**src/rtl/lpm_pkg.sv**
```systemverilog
package lpm_pkg;

    typedef enum logic [2:0] {
        LPM_RUN   = 3'd0,
        LPM_IDLE  = 3'd1,
        LPM_STBY  = 3'd2,
        LPM_HALT  = 3'd3,
        LPM_WWAIT = 3'd4
    } lpm_state_e;

    localparam logic [1:0] MODE_IDLE = 2'b00;
    localparam logic [1:0] MODE_STBY = 2'b01;

endpackage

```
**src/rtl/lpm_wake_qual.sv**
```systemverilog
module lpm_wake_qual
    import lpm_pkg::*;
#(
    parameter int NPERIPH = 8
) (
    input  lpm_state_e           state_i,
    input  logic [NPERIPH-1:0]   pclk_en_i,
    input  logic [NPERIPH-1:0]   irq_i,
    input  logic [NPERIPH-1:0]   irq_mask_i,
    input  logic                 wdog_i,
    input  logic                 ext_evt_i,
    input  logic                 halt_wake_i,
    output logic                 wake_o
);

    logic [NPERIPH-1:0] live_irq;

    // a peripheral can only raise a wake when it is clocked and unmasked
    genvar g;
    generate
        for (g = 0; g < NPERIPH; g++) begin : g_live
            assign live_irq[g] = irq_i[g] & irq_mask_i[g] & pclk_en_i[g];
        end
    endgenerate

    always_comb begin
        case (state_i)
            LPM_IDLE: wake_o = (|live_irq) | wdog_i;
            LPM_STBY: wake_o = ext_evt_i;
            LPM_HALT: wake_o = halt_wake_i;
            default:  wake_o = 1'b0;
        endcase
    end

endmodule

```
**src/rtl/lpm_settle_cnt.sv**
```systemverilog
module lpm_settle_cnt #(
    parameter int SETTLE_W = 8
) (
    input  logic                clk,
    input  logic                rst_n,
    input  logic                load_i,
    input  logic [SETTLE_W-1:0] settle_i,
    input  logic                run_i,
    output logic                done_o
);

    logic [SETTLE_W-1:0] cnt_d, cnt_q;

    always_comb begin
        cnt_d = cnt_q;
        if (load_i) begin
            cnt_d = settle_i;
        end else if (run_i && cnt_q != '0) begin
            cnt_d = cnt_q - SETTLE_W'(1);
        end
    end

    always_ff @(posedge clk or negedge rst_n) begin
        if (!rst_n) cnt_q <= '0;
        else        cnt_q <= cnt_d;
    end

    assign done_o = run_i && (cnt_q == '0);

    AST_SETTLE_DECREMENTS: assert property (@(posedge clk) disable iff (!rst_n)
        (run_i && !load_i && cnt_q != '0) |=> (cnt_q == $past(cnt_q) - SETTLE_W'(1)));

    AST_SETTLE_LOADS: assert property (@(posedge clk) disable iff (!rst_n)
        load_i |=> (cnt_q == $past(settle_i)));

endmodule

```
**src/rtl/lpm_gate_dec.sv**
```systemverilog
module lpm_gate_dec
    import lpm_pkg::*;
#(
    parameter int NPERIPH = 8
) (
    input  lpm_state_e         state_i,
    input  logic [NPERIPH-1:0] pclk_reg_i,
    output logic               cpu_en_o,
    output logic [NPERIPH-1:0] periph_en_o,
    output logic               osc_en_o,
    output logic               pll_en_o
);

    logic periph_pass;

    always_comb begin
        cpu_en_o    = 1'b0;
        periph_pass = 1'b0;
        osc_en_o    = 1'b1;
        pll_en_o    = 1'b1;
        case (state_i)
            LPM_RUN: begin
                cpu_en_o    = 1'b1;
                periph_pass = 1'b1;
            end
            LPM_IDLE:  periph_pass = 1'b1;
            LPM_STBY:  periph_pass = 1'b0;
            LPM_HALT: begin
                osc_en_o = 1'b0;
                pll_en_o = 1'b0;
            end
            default: begin
                cpu_en_o    = 1'b0;
                periph_pass = 1'b0;
            end
        endcase
    end

    genvar g;
    generate
        for (g = 0; g < NPERIPH; g++) begin : g_pgate
            assign periph_en_o[g] = pclk_reg_i[g] & periph_pass;
        end
    endgenerate

endmodule

```
**src/rtl/lpm_clkctl.sv**
```systemverilog
module lpm_clkctl
    import lpm_pkg::*;
#(
    parameter int NPERIPH  = 8,
    parameter int SETTLE_W = 8
) (
    input  logic                clk,
    input  logic                rst_n,
    input  logic [1:0]          mode_i,
    input  logic                enter_i,
    input  logic                pclk_wr_i,
    input  logic [NPERIPH-1:0]  pclk_wdata_i,
    input  logic [NPERIPH-1:0]  periph_irq_i,
    input  logic [NPERIPH-1:0]  irq_mask_i,
    input  logic                wdog_i,
    input  logic                ext_evt_i,
    input  logic                halt_wake_i,
    input  logic [SETTLE_W-1:0] settle_i,
    output logic                cpu_clk_en_o,
    output logic [NPERIPH-1:0]  periph_clk_en_o,
    output logic                osc_en_o,
    output logic                pll_en_o,
    output logic [2:0]          state_o
);

    typedef struct packed {
        lpm_state_e         st;
        logic [NPERIPH-1:0] pclk;
    } ctl_t;

    ctl_t ctl_d, ctl_q;
    logic wake;
    logic settle_load;
    logic settle_done;

    lpm_wake_qual #(.NPERIPH(NPERIPH)) wake_i (
        .state_i     (ctl_q.st),
        .pclk_en_i   (ctl_q.pclk),
        .irq_i       (periph_irq_i),
        .irq_mask_i  (irq_mask_i),
        .wdog_i      (wdog_i),
        .ext_evt_i   (ext_evt_i),
        .halt_wake_i (halt_wake_i),
        .wake_o      (wake)
    );

    lpm_settle_cnt #(.SETTLE_W(SETTLE_W)) settle_i_u (
        .clk      (clk),
        .rst_n    (rst_n),
        .load_i   (settle_load),
        .settle_i (settle_i),
        .run_i    (ctl_q.st == LPM_WWAIT),
        .done_o   (settle_done)
    );

    always_comb begin
        ctl_d       = ctl_q;
        settle_load = 1'b0;
        if (pclk_wr_i) ctl_d.pclk = pclk_wdata_i;
        case (ctl_q.st)
            LPM_RUN: begin
                if (enter_i) begin
                    case (mode_i)
                        MODE_IDLE: ctl_d.st = LPM_IDLE;
                        MODE_STBY: ctl_d.st = LPM_STBY;
                        default:   ctl_d.st = LPM_HALT;
                    endcase
                end
            end
            LPM_IDLE, LPM_STBY: begin
                if (wake) ctl_d.st = LPM_RUN;
            end
            LPM_HALT: begin
                if (wake) begin
                    ctl_d.st    = LPM_WWAIT;
                    settle_load = 1'b1;
                end
            end
            LPM_WWAIT: begin
                if (settle_done) ctl_d.st = LPM_RUN;
            end
            default: ctl_d.st = LPM_RUN;
        endcase
    end

    always_ff @(posedge clk or negedge rst_n) begin
        if (!rst_n) begin
            ctl_q.st   <= LPM_RUN;
            ctl_q.pclk <= '0;
        end else begin
            ctl_q <= ctl_d;
        end
    end

    lpm_gate_dec #(.NPERIPH(NPERIPH)) gate_i (
        .state_i     (ctl_q.st),
        .pclk_reg_i  (ctl_q.pclk),
        .cpu_en_o    (cpu_clk_en_o),
        .periph_en_o (periph_clk_en_o),
        .osc_en_o    (osc_en_o),
        .pll_en_o    (pll_en_o)
    );

    assign state_o = ctl_q.st;

    AST_ENTER_IDLE: assert property (@(posedge clk) disable iff (!rst_n)
        (ctl_q.st == LPM_RUN && enter_i && mode_i == 2'b00) |=> (state_o == 3'd1));

    AST_IDLE_PERIPH_FOLLOW: assert property (@(posedge clk) disable iff (!rst_n)
        (ctl_q.st == LPM_IDLE) |-> (periph_clk_en_o == ctl_q.pclk && !cpu_clk_en_o));

    AST_STBY_EXT_WAKE: assert property (@(posedge clk) disable iff (!rst_n)
        (ctl_q.st == LPM_STBY && ext_evt_i) |=> (state_o == 3'd0));

    AST_HALT_OSC_OFF: assert property (@(posedge clk) disable iff (!rst_n)
        (ctl_q.st == LPM_HALT) |-> (!osc_en_o && !pll_en_o && !cpu_clk_en_o));

    AST_HALT_EXIT_PATH: assert property (@(posedge clk) disable iff (!rst_n)
        (ctl_q.st == LPM_HALT) |=> (ctl_q.st == LPM_HALT || ctl_q.st == LPM_WWAIT));

    AST_WWAIT_OSC_ON: assert property (@(posedge clk) disable iff (!rst_n)
        (ctl_q.st == LPM_WWAIT) |-> (osc_en_o && pll_en_o && periph_clk_en_o == '0));

    AST_REG_WRITE: assert property (@(posedge clk) disable iff (!rst_n)
        pclk_wr_i |=> (ctl_q.pclk == $past(pclk_wdata_i)));

    AST_ENTER_IGNORED_ASLEEP: assert property (@(posedge clk) disable iff (!rst_n)
        (ctl_q.st == LPM_IDLE && enter_i && !wake) |=> (ctl_q.st == LPM_IDLE));

endmodule

```
**config.mk**
```make
export PLATFORM = sky130hd
export DESIGN_NAME = lpm_clkctl
export DESIGN_NICKNAME = d
export VERILOG_FILES = /design/src/rtl/lpm_pkg.sv /design/src/rtl/lpm_wake_qual.sv /design/src/rtl/lpm_settle_cnt.sv /design/src/rtl/lpm_gate_dec.sv /design/src/rtl/lpm_clkctl.sv
export SDC_FILE = /design/constraint.sdc
export NUM_CORES = 1
export LEC_CHECK = 0
export BUFFER_PORTS_ARGS = -buffer_cell sky130_fd_sc_hd__buf_2
export CORE_MARGIN = 8
export CORE_UTILIZATION = 51
export CTS_BUF_LIST = sky130_fd_sc_hd__clkbuf_8
export DETAILED_ROUTE_END_ITERATION = 12
export PLACE_DENSITY_LB_ADDON = 0.12
export SLEW_MARGIN = 20
export SYNTH_ARGS = -nofsm -noshare
export SYNTH_HDL_FRONTEND = slang
export SYNTH_SLANG_ARGS = --single-unit
export TNS_END_PERCENT = 100
```
**constraint.sdc**
```tcl
create_clock -name clk -period 3.7 [get_ports clk]
set_input_delay 0.37 -clock clk [delete_from_list [all_inputs] [get_ports clk]]
set_output_delay 0.37 -clock clk [all_outputs]
set_load 0.03 [all_outputs]
```
==> results of run 1 <==
==> power breakdown <==
group / switching, mW / internal (mW) / total, mW
logic: 0.304 / 0.199 / 0.503
registers: 0.0794 / 0.275 / 0.354
clock network: 0.0659 / 0.0736 / 0.140
==> kinds of logic after synthesis <==
logic type	Yosys count	synth area share [%]
AO/OA/AOI/OAI	20	12.0
XOR/XNOR	4	2.99
AND/OR/NAND/NOR	48	23.2
flip-flops	19	40.6
buffers and inverters	13	6.20
multiplexers	13	12.9
adder cells (fa/ha/maj)	2	2.14
==> cells in the mapped netlist (2+ instances only) <==
cell type | n | area share, %
inv_1 | 4 | 1.3
buf_4 | 4 | 2.6
o21ai_0 | 7 | 3.0
o211ai_1 | 4 | 2.6
mux2i_1 | 2 | 1.7
nor3_1 | 2 | 0.85
nand2_1 | 12 | 3.8
clkbuf_1 | 2 | 0.64
nor2b_1 | 2 | 1.1
nand3_1 | 12 | 5.1
nand4_1 | 2 | 1.1
mux2_2 | 9 | 8.7
mux2_4 | 2 | 2.6
nor2_1 | 2 | 0.64
xor2_1 | 3 | 2.2
ha_1 | 2 | 2.1
dfrtp_1 | 19 | 41
and2_1 | 8 | 4.3
o31ai_1 | 2 | 1.3
==> layout make-up <==
| cell class | instances | area, µm² | share of cell area (%) |
|---|---|---|---|
| Inverter | 4 | 15.0 | 1.03 |
| Clock inverter | 1 | 3.75 | 0.256 |
| Multi-Input combinational cell | 87 | 623 | 42.6 |
| Clock buffer | 3 | 41.3 | 2.82 |
| Tap cell | 28 | 35.0 | 2.39 |
| Sequential cell | 19 | 475 | 32.5 |
| Timing Repair Buffer | 54 | 270 | 18.5 |
==> layer usage <==
layer	vias to the layer above	GRT usage [%]	wire, µm
met4	0	6.13	16
li1	520	-	-
met1	478	17.8	1290
met3	2	5.23	218
met5	-	0	0
met2	33	23.8	1370
==> registers in the layout, indices dropped and copies added (netlist names) <==
| signal | flops |
|---|---|
| ctl_q | 8 |
| settle_i_u.cnt_q | 8 |
| state_o | 3 |
==> worst min path at each step <==
| stage | end | depth (start not counted) |
|---|---|---|
| finish | ctl_q[2] | 1 |
| global route | state_o[1] | 1 |
| CTS | state_o[2] | 1 |
| detailed placement | ctl_q[2] | 1 |
| global placement | ctl_q[2] | 1 |
| floorplan | ctl_q[0] | 0 |
==> cells in the final DEF (no fill, tap or decap), types with 2 or more instances in the layout <==
cell type	instances
and2_1	8
buf_2	54
clkbuf_8	3
dfrtp_1	19
ha_1	2
inv_1	5
mux2_2	9
mux2_4	2
mux2i_1	2
nand2_1	12
nand3_1	12
nand4_1	2
nor2_1	2
nor2b_1	2
nor3_1	2
o211ai_1	4
o21ai_0	7
o31ai_1	2
xor2_1	3
==> run_results.csv, run 1 <==
group,metric,value,unit
clocking,clockBufferDepth,2,
floorplanning,core,2190,µm²
timing,setup_viol,0,
timing,tns,0,ns
synth,postSynthAreaPerCell,9.84,µm²
power_and_ir_drop,p_leak,0.704,nW
clocking,cts_max_level,1,
clocking,ctsResizeCount,0,
timing,setup_ws,1.65,ns
critical_path,arrival,2.19,ns
floorplanning,start_util,53.5,%
critical_path,r2r_start,"settle_i_u.cnt_q[0]",
timing,period_needed,2.05,ns
grt,grt_pass1_vias,1138,
cells_and_area,nFillCells,180,
cells_and_area,fin_cells,196,
synth,synth_area,1170,µm²
grt,grt_first_pass_wirelength,5050,µm
critical_path,start_kind,"flip-flop",
clocking,path_clk_slew,0.07,ns
grt,grt_overflow_total,0,
critical_path,rrSetupSlack,1.65,ns
place,hpwl,2340,µm
synth,syn_nets,162,
synth,yosysWarnings,0,
critical_path,startpoint,"settle_i_u.cnt_q[0]",
cells_and_area,area_growth,25.0,%
detailed_routing,ant_nets,0,
grt,grtUsageTotal,14.9,%
synth,ys_seq_elements,19,
timing,relSlewSlack,67.5,%
clocking,cts_root_buf,"clkbuf_8",
timing,timing.fmax,488,MHz
cells_and_area,drive_above_1_share,43.5,%
place,dp_slack,1.66,ns
grt,antenna_found_initial,0,
power_and_ir_drop,power_density,681,nW/µm²
critical_path,path_delay_family,"simple AND/OR/NAND/NOR gates",
place,dp.cells,192,
clocking,cts_buffers,3,
clocking,cts_sinks,19,
clocking,post_cts_buffers,0,
critical_path,crit_fanout,7,
critical_path,slowest_delay,0.52,ns
cells_and_area,post-route-util,66.8,%
status,outcome,"completed",
detailed_routing,wl_per_cell,14.7,µm
critical_path,crit_path_end,"settle_i_u.cnt_q[7]",
timing,drv_slew,0,
critical_path,crit_path_end_kind,"flip-flop",
floorplanning,io-pin-count,55,
cells_and_area,final_cell_area,1460,µm²
timing,timing.hold.ws,0.0509,ns
floorplanning,die_w,63.9,µm
job,cap_violations,0,
floorplanning,rows,17,
timing,final.setup_skew,0.00212,ns
clocking,worstSkewPairLatency,0.25,ns
power_and_ir_drop,ir_drop,0.419,mV
critical_path,worstSetupPathType,"reg -> reg",
critical_path,r2r-end,"settle_i_u.cnt_q[7]",
grt,grt_max_degree,20,
synth,yosysUniqueCellTypes,38,
detailed_routing,drt_first_pass_iters,4,
critical_path,required,3.85,ns
synth,synth_edf_count,0,
synth,synthArstFlopShare,100,%
synth,synthFlopType,"dfrtp_1",
detailed_routing,vias,1033,
clocking,hold_buffers,0,
cells_and_area,final_net_count,212,
cells_and_area,antenna_cells,0,
synth,syn_inst,119,
place,portBuffers,54,
critical_path,r2r_cells,6,
detailed_routing,drc,0,
power_and_ir_drop,power,0.997,mW
place,dpl_cell_area,1420,µm²
detailed_routing,viasPerCell,5.27,
hold_path,hp-class,"in -> async",
synth,ys_seq_area_share,40.6,%
timing,rsz0062_at_grt,"no",
timing,period_share,55.3,%
critical_path,slowest_stage,"or3b_2",
detailed_routing,wirelength,2890,µm
timing,finalHoldViolCount,0,
critical_path,cp_num_cells,6,
detailed_routing,drtIter0Drc,55,
floorplanning,die_h,63.9,µm
critical_path,cp_num_buf_inv,1,
floorplanning,dieArea,4090,µm²
critical_path,crit_chain,"inv_1, ha_1, or3b_2, o21ai_4, mux2_4, a21o_1",
place,routabilityCongestion,0.870,
clocking,cts_tree,"done",
timing,worst_pin_slew,0.486,ns
Power figures use the tool's default switching activity.
==> run 2, diff against run 1 <==
- CORE_UTILIZATION: 51 -> 48
- clock period: 3.7 -> 2 ns (I/O delays scaled with it)
==> run_results.csv, run 2 (synthesized netlist as in run 1, its figures left out) <==
group,metric,value,unit
place,hpwl,2360,µm
hold_path,min_path_cells,3,
floorplanning,io-pin-count,55,
cells_and_area,mostFrequentLayoutCells,"buf_2 (54), dfrtp_1 (19), nand2_1 (12), nand3_1 (12), mux2_2 (9)",
critical_path,r2r_cells,5,
grt,grt_overflow_total,0,
power_and_ir_drop,ir_drop,0.888,mV
clocking,cts_buffers,3,
job,cap_violations,0,
critical_path,start_kind,"flip-flop",
clocking,cts_tree,"done",
grt,grt_pass1_vias,1114,
power_and_ir_drop,p_int,1.05,mW
power_and_ir_drop,pwr-share-comb,51.2,%
power_and_ir_drop,p_seq_share,34.8,%
cells_and_area,antenna_cells,0,
critical_path,required,2.14,ns
cells_and_area,area_growth,29.2,%
timing,setup_viol,0,
hold_path,hp-start,"settle_i[6]",
grt,grt_first_pass_wirelength,4790,µm
timing,timing.fmax,528,MHz
detailed_routing,met2_length,1460,µm
detailed_routing,top_layer,"met3",
critical_path,r2r-end,"state_o[0]",
floorplanning,die_h,65.4,µm
cells_and_area,drive_above_1_share,45.1,%
grt,antenna_found_initial,0,
power_and_ir_drop,p_leak,0.728,nW
critical_path,crit_fanout,6,
timing,timing.hold.ws,0.146,ns
timing,tns,0,ns
detailed_routing,drt_first_pass_iters,4,
timing,final.setup_skew,0.00562,ns
clocking,cts_root_buf,"clkbuf_8",
place,routabilityCongestion,0.895,
floorplanning,die_w,65.4,µm
clocking,path_clk_slew,0.08,ns
timing,drv_slew,0,
power_and_ir_drop,power,1.90,mW
floorplanning,start_util,49.1,%
critical_path,rrSetupSlack,0.11,ns
clocking,worstSkewPairLatency,0.25,ns
detailed_routing,dr_wl_met3,218,µm
power_and_ir_drop,clkPwrFrac,13.9,%
critical_path,r2r_start,"settle_i_u.cnt_q[5]",
clocking,clockBufferDepth,2,
cells_and_area,fin_cells,203,
detailed_routing,drtIter0Drc,61,
timing,rsz0062_at_grt,"no",
detailed_routing,wirelength,2920,µm
timing,relSlewSlack,70.7,%
cells_and_area,final_net_count,217,
place,dp.cells,198,
grt,grtUsageTotal,13.8,%
hold_path,min_to,"settle_i_u.cnt_q[6]",
timing,period_needed,1.89,ns
timing,period_share,94.6,%
detailed_routing,drc,0,
critical_path,crit_path_end_kind,"flip-flop",
power_and_ir_drop,p_switching,0.846,mW
timing,worst_pin_slew,0.440,ns
status,outcome,"completed",
place,portBuffers,54,
detailed_routing,wl_met1,1240,µm
floorplanning,dieArea,4280,µm²
cells_and_area,layout_commonest_cell,"buf_2",
critical_path,worstSetupPathType,"reg -> reg",
power_and_ir_drop,swShare,44.6,%
clocking,post_cts_buffers,0,
detailed_routing,vias,1067,
critical_path,arrival,2.03,ns
detailed_routing,wl_per_cell,14.4,µm
detailed_routing,viasPerCell,5.26,
grt,grt_max_degree,20,
floorplanning,core,2390,µm²
clocking,cts_sinks,19,
power_and_ir_drop,power_density,1250,nW/µm²
floorplanning,rows,18,
timing,finalHoldViolCount,0,
hold_path,hp-class,"in -> reg",
detailed_routing,ant_nets,0,
clocking,cts_max_level,1,
run 2: repair_timing:
item / CTS / global route
endpoints found under the hold margin: 19 / 0
hold buffers: 1 / 0
gates resized for setup: 0 / 2
setup endpoints to repair: 0 / 5
run 2: metrics by stage:
stage	worst slack [ns]	utilization, %	instance area, µm²
finish	0.107	63.4	1510
floorplan	0.00861	-	1170
global route	0.0284	63.4	1510
detailed placement	0.0185	60.8	1450
CTS	0.00423	63.1	1510
global placement	0.0783	60.8	1450
run 2: routing by layer:
layer	vias up	global-route usage, %
li1	531	-
met1	499	15.9
met2	37	24.5
met3	0	3.91
met4	0	3.27
met5	-	0
run 2: final cells by class:
| type | instances | area (µm²) |
|---|---|---|
| clock buffers | 3 | 41.3 |
| multi-input cells | 87 | 626 |
| flip-flops and latches | 19 | 475 |
| inverters | 4 | 15.0 |
| clock inverters | 1 | 3.75 |
| well taps | 30 | 37.5 |
| fillers | 217 | 875 |
| repair buffers | 59 | 314 |
run 2: power groups by stage:
| stage | Clock [mW] | Combinational (mW) | Sequential, mW |
|---|---|---|---|
| floorplan | 0 | 0.786 | 0.607 |
| global placement | 0 | 0.953 | 0.652 |
| detailed placement | 0 | 0.971 | 0.664 |
| CTS | 0.272 | 0.976 | 0.656 |
| global route | 0.288 | 1.06 | 0.681 |
| finish | 0.264 | 0.971 | 0.660 |
run 2: how the worst max path moves through the flow:
stage                         from                  end  slack [ns]
6_report       settle_i_u.cnt_q[5]           state_o[0]        0.11
5_1_grt        settle_i_u.cnt_q[4]           state_o[0]        0.03
4_1_cts        settle_i_u.cnt_q[1]           state_o[0]       0.004
3_5_place_dp   settle_i_u.cnt_q[0]           state_o[0]        0.02
3_3_place_gp   settle_i_u.cnt_q[0]           state_o[0]        0.08
2_1_floorplan  settle_i_u.cnt_q[0]  settle_i_u.cnt_q[7]       0.009
run 2: critical path, stage by stage, from the launching register on:
cell	delay (ns)
dfrtp_1	0.44
or4_4	0.58
o21ai_4	0.27
buf_6	0.14
nand2_4	0.04
mux2_4	0.30
==> run 3, diff against run 2 <==
- CORE_UTILIZATION: 48 -> 51
- GPL_TIMING_DRIVEN: unset -> 0
- clock period: 2 -> 2.4 ns (I/O delays scaled with it)
==> run_results.csv, run 3 (synthesized netlist as in run 1, its figures left out) <==
group,metric,value,unit
status,outcome,"completed",
timing,rsz0062_at_grt,"no",
detailed_routing,vias,1064,
floorplanning,dieArea,4090,µm²
cells_and_area,final_net_count,221,
detailed_routing,viasPerCell,5.19,
clocking,clockBufferDepth,2,
detailed_routing,ant_nets,0,
cells_and_area,nFillCells,192,
cells_and_area,antenna_cells,0,
grt,grt_first_pass_wirelength,5080,µm
timing,timing.fmax,454,MHz
timing,worst_pin_slew,0.499,ns
timing,finalHoldViolCount,0,
place,dp_slack,0.222,ns
cells_and_area,ff_latch_area,475,µm²
hold_path,min_to,"settle_i_u.cnt_q[1]",
timing,period_share,91.8,%
hold_path,hp-start,"settle_i[1]",
clocking,cts_max_level,1,
grt,grt_pass1_vias,1123,
floorplanning,rows,17,
place,hpwl,2450,µm
critical_path,crit_fanout,7,
power_and_ir_drop,ir_drop,0.753,mV
detailed_routing,drc,0,
clocking,cts_sinks,19,
clocking,cts_root_buf,"clkbuf_8",
critical_path,r2r_start,"settle_i_u.cnt_q[0]",
place,dp.cells,200,
critical_path,arrival,2.35,ns
detailed_routing,wirelength,2970,µm
floorplanning,core,2190,µm²
grt,antenna_found_initial,0,
place,portBuffers,53,
cells_and_area,drive_above_1_share,44.6,%
critical_path,crit_path_end_kind,"flip-flop",
floorplanning,io-pin-count,55,
critical_path,rrSetupSlack,0.20,ns
floorplanning,start_util,53.5,%
power_and_ir_drop,power_density,1050,nW/µm²
timing,drv_slew,0,
power_and_ir_drop,p_leak,0.736,nW
place,routabilityCongestion,0.794,
timing,setup_viol,0,
clocking,cts_buffers,3,
clocking,cts_tree,"done",
floorplanning,die_w,63.9,µm
clocking,worstSkewPairLatency,0.25,ns
grt,grt_max_degree,20,
grt,grtUsageTotal,15.0,%
timing,final.setup_skew,0.00451,ns
timing,timing.hold.ws,0.189,ns
hold_path,hp-class,"in -> reg",
cells_and_area,area_growth,30.4,%
critical_path,r2r_cells,7,
cells_and_area,multi_input_area,623,µm²
grt,grt_overflow_total,0,
critical_path,start_kind,"flip-flop",
timing,relSlewSlack,66.6,%
detailed_routing,wl_per_cell,14.5,µm
timing,tns,0,ns
critical_path,worstSetupPathType,"reg -> reg",
clocking,path_clk_slew,0.08,ns
timing,period_needed,2.20,ns
detailed_routing,drtIter0Drc,23,
cells_and_area,fin_cells,205,
detailed_routing,drt_first_pass_iters,4,
timing,setup_ws,0.198,ns
critical_path,r2r-end,"settle_i_u.cnt_q[7]",
floorplanning,die_h,63.9,µm
cells_and_area,mostFrequentLayoutCells,"buf_2 (54), dfrtp_1 (19), nand2_1 (12), nand3_1 (12), mux2_2 (9)",
cells_and_area,layout_commonest_cell,"buf_2",
critical_path,required,2.55,ns
job,cap_violations,0,
hold_path,min_path_cells,3,
==> run 3: cell types whose count changed in the layout (fill, tap and decap cells not counted), sizes merged <==
cell	previous run	this run
clkbuf	3	5
inv	5	4
buf	58	60
clkinv	0	1
==> run 3: worst max path at each step <==
stage,slack [ns],cells past startpoint,start,to
floorplan,0.38,7,settle_i_u.cnt_q[0],settle_i_u.cnt_q[7]
global placement,0.29,7,settle_i_u.cnt_q[0],settle_i_u.cnt_q[7]
detailed placement,0.22,7,settle_i_u.cnt_q[0],settle_i_u.cnt_q[7]
CTS,0.20,7,settle_i_u.cnt_q[0],settle_i_u.cnt_q[7]
global route,0.10,7,settle_i_u.cnt_q[0],settle_i_u.cnt_q[1]
finish,0.20,7,settle_i_u.cnt_q[0],settle_i_u.cnt_q[7]
==> run 3: report_power, final <==
| group | internal, mW | switching [mW] |
|---|---|---|
| Combinational | 0.354 | 0.500 |
| Clock | 0.115 | 0.106 |
| Sequential | 0.424 | 0.106 |
==> run 3: stage by stage <==
| step | cell area, µm² | power, mW | utilization (%) |
|---|---|---|---|
| 4_1_cts | 1530 | 1.62 | 69.7 |
| 5_1_grt | 1530 | 1.72 | 69.7 |
| 3_5_place_dp | 1470 | 1.39 | 67.2 |
| 3_3_place_gp | 1470 | 1.36 | 67.2 |
| 6_report | 1530 | 1.60 | 69.7 |
| 2_1_floorplan | 1170 | 1.16 | - |
==> run 3: final cells by class <==
cell class / instances / share of cell area, %
buffer: 9 / 3.77
clock buffer: 3 / 2.70
clock inverter: 1 / 0.328
inverter: 4 / 0.983
multi-input combinational: 87 / 40.8
sequential: 19 / 31.1
tap: 28 / 2.29
timing repair buffer: 54 / 18.0
==> run 3: per-layer routing <==
metal | share of wire, % | wire length, µm | global-route usage [%] | vias up
li1 | - | - | - | 537
met1 | 45 | 1320 | 17.7 | 494
met2 | 49 | 1450 | 25.0 | 31
met3 | 6.0 | 178 | 4.53 | 2
met4 | 0.51 | 15 | 5.29 | 0
met5 | 0 | 0 | 0 | -
==> run 3: critical path, cell delays in order, from the launching register on <==
cell	delay (ns)
dfrtp_1	0.39
inv_1	0.12
ha_1	0.17
or3b_2	0.43
buf_1	0.19
o21ai_4	0.30
mux2_4	0.33
a21o_1	0.17
==> run 3: repair_timing <==
item / CTS / global route
resized for setup: 0 / 0
hold buffers: 1 / 0
hold endpoints to repair: 19 / 0
setup buffers: 0 / 0
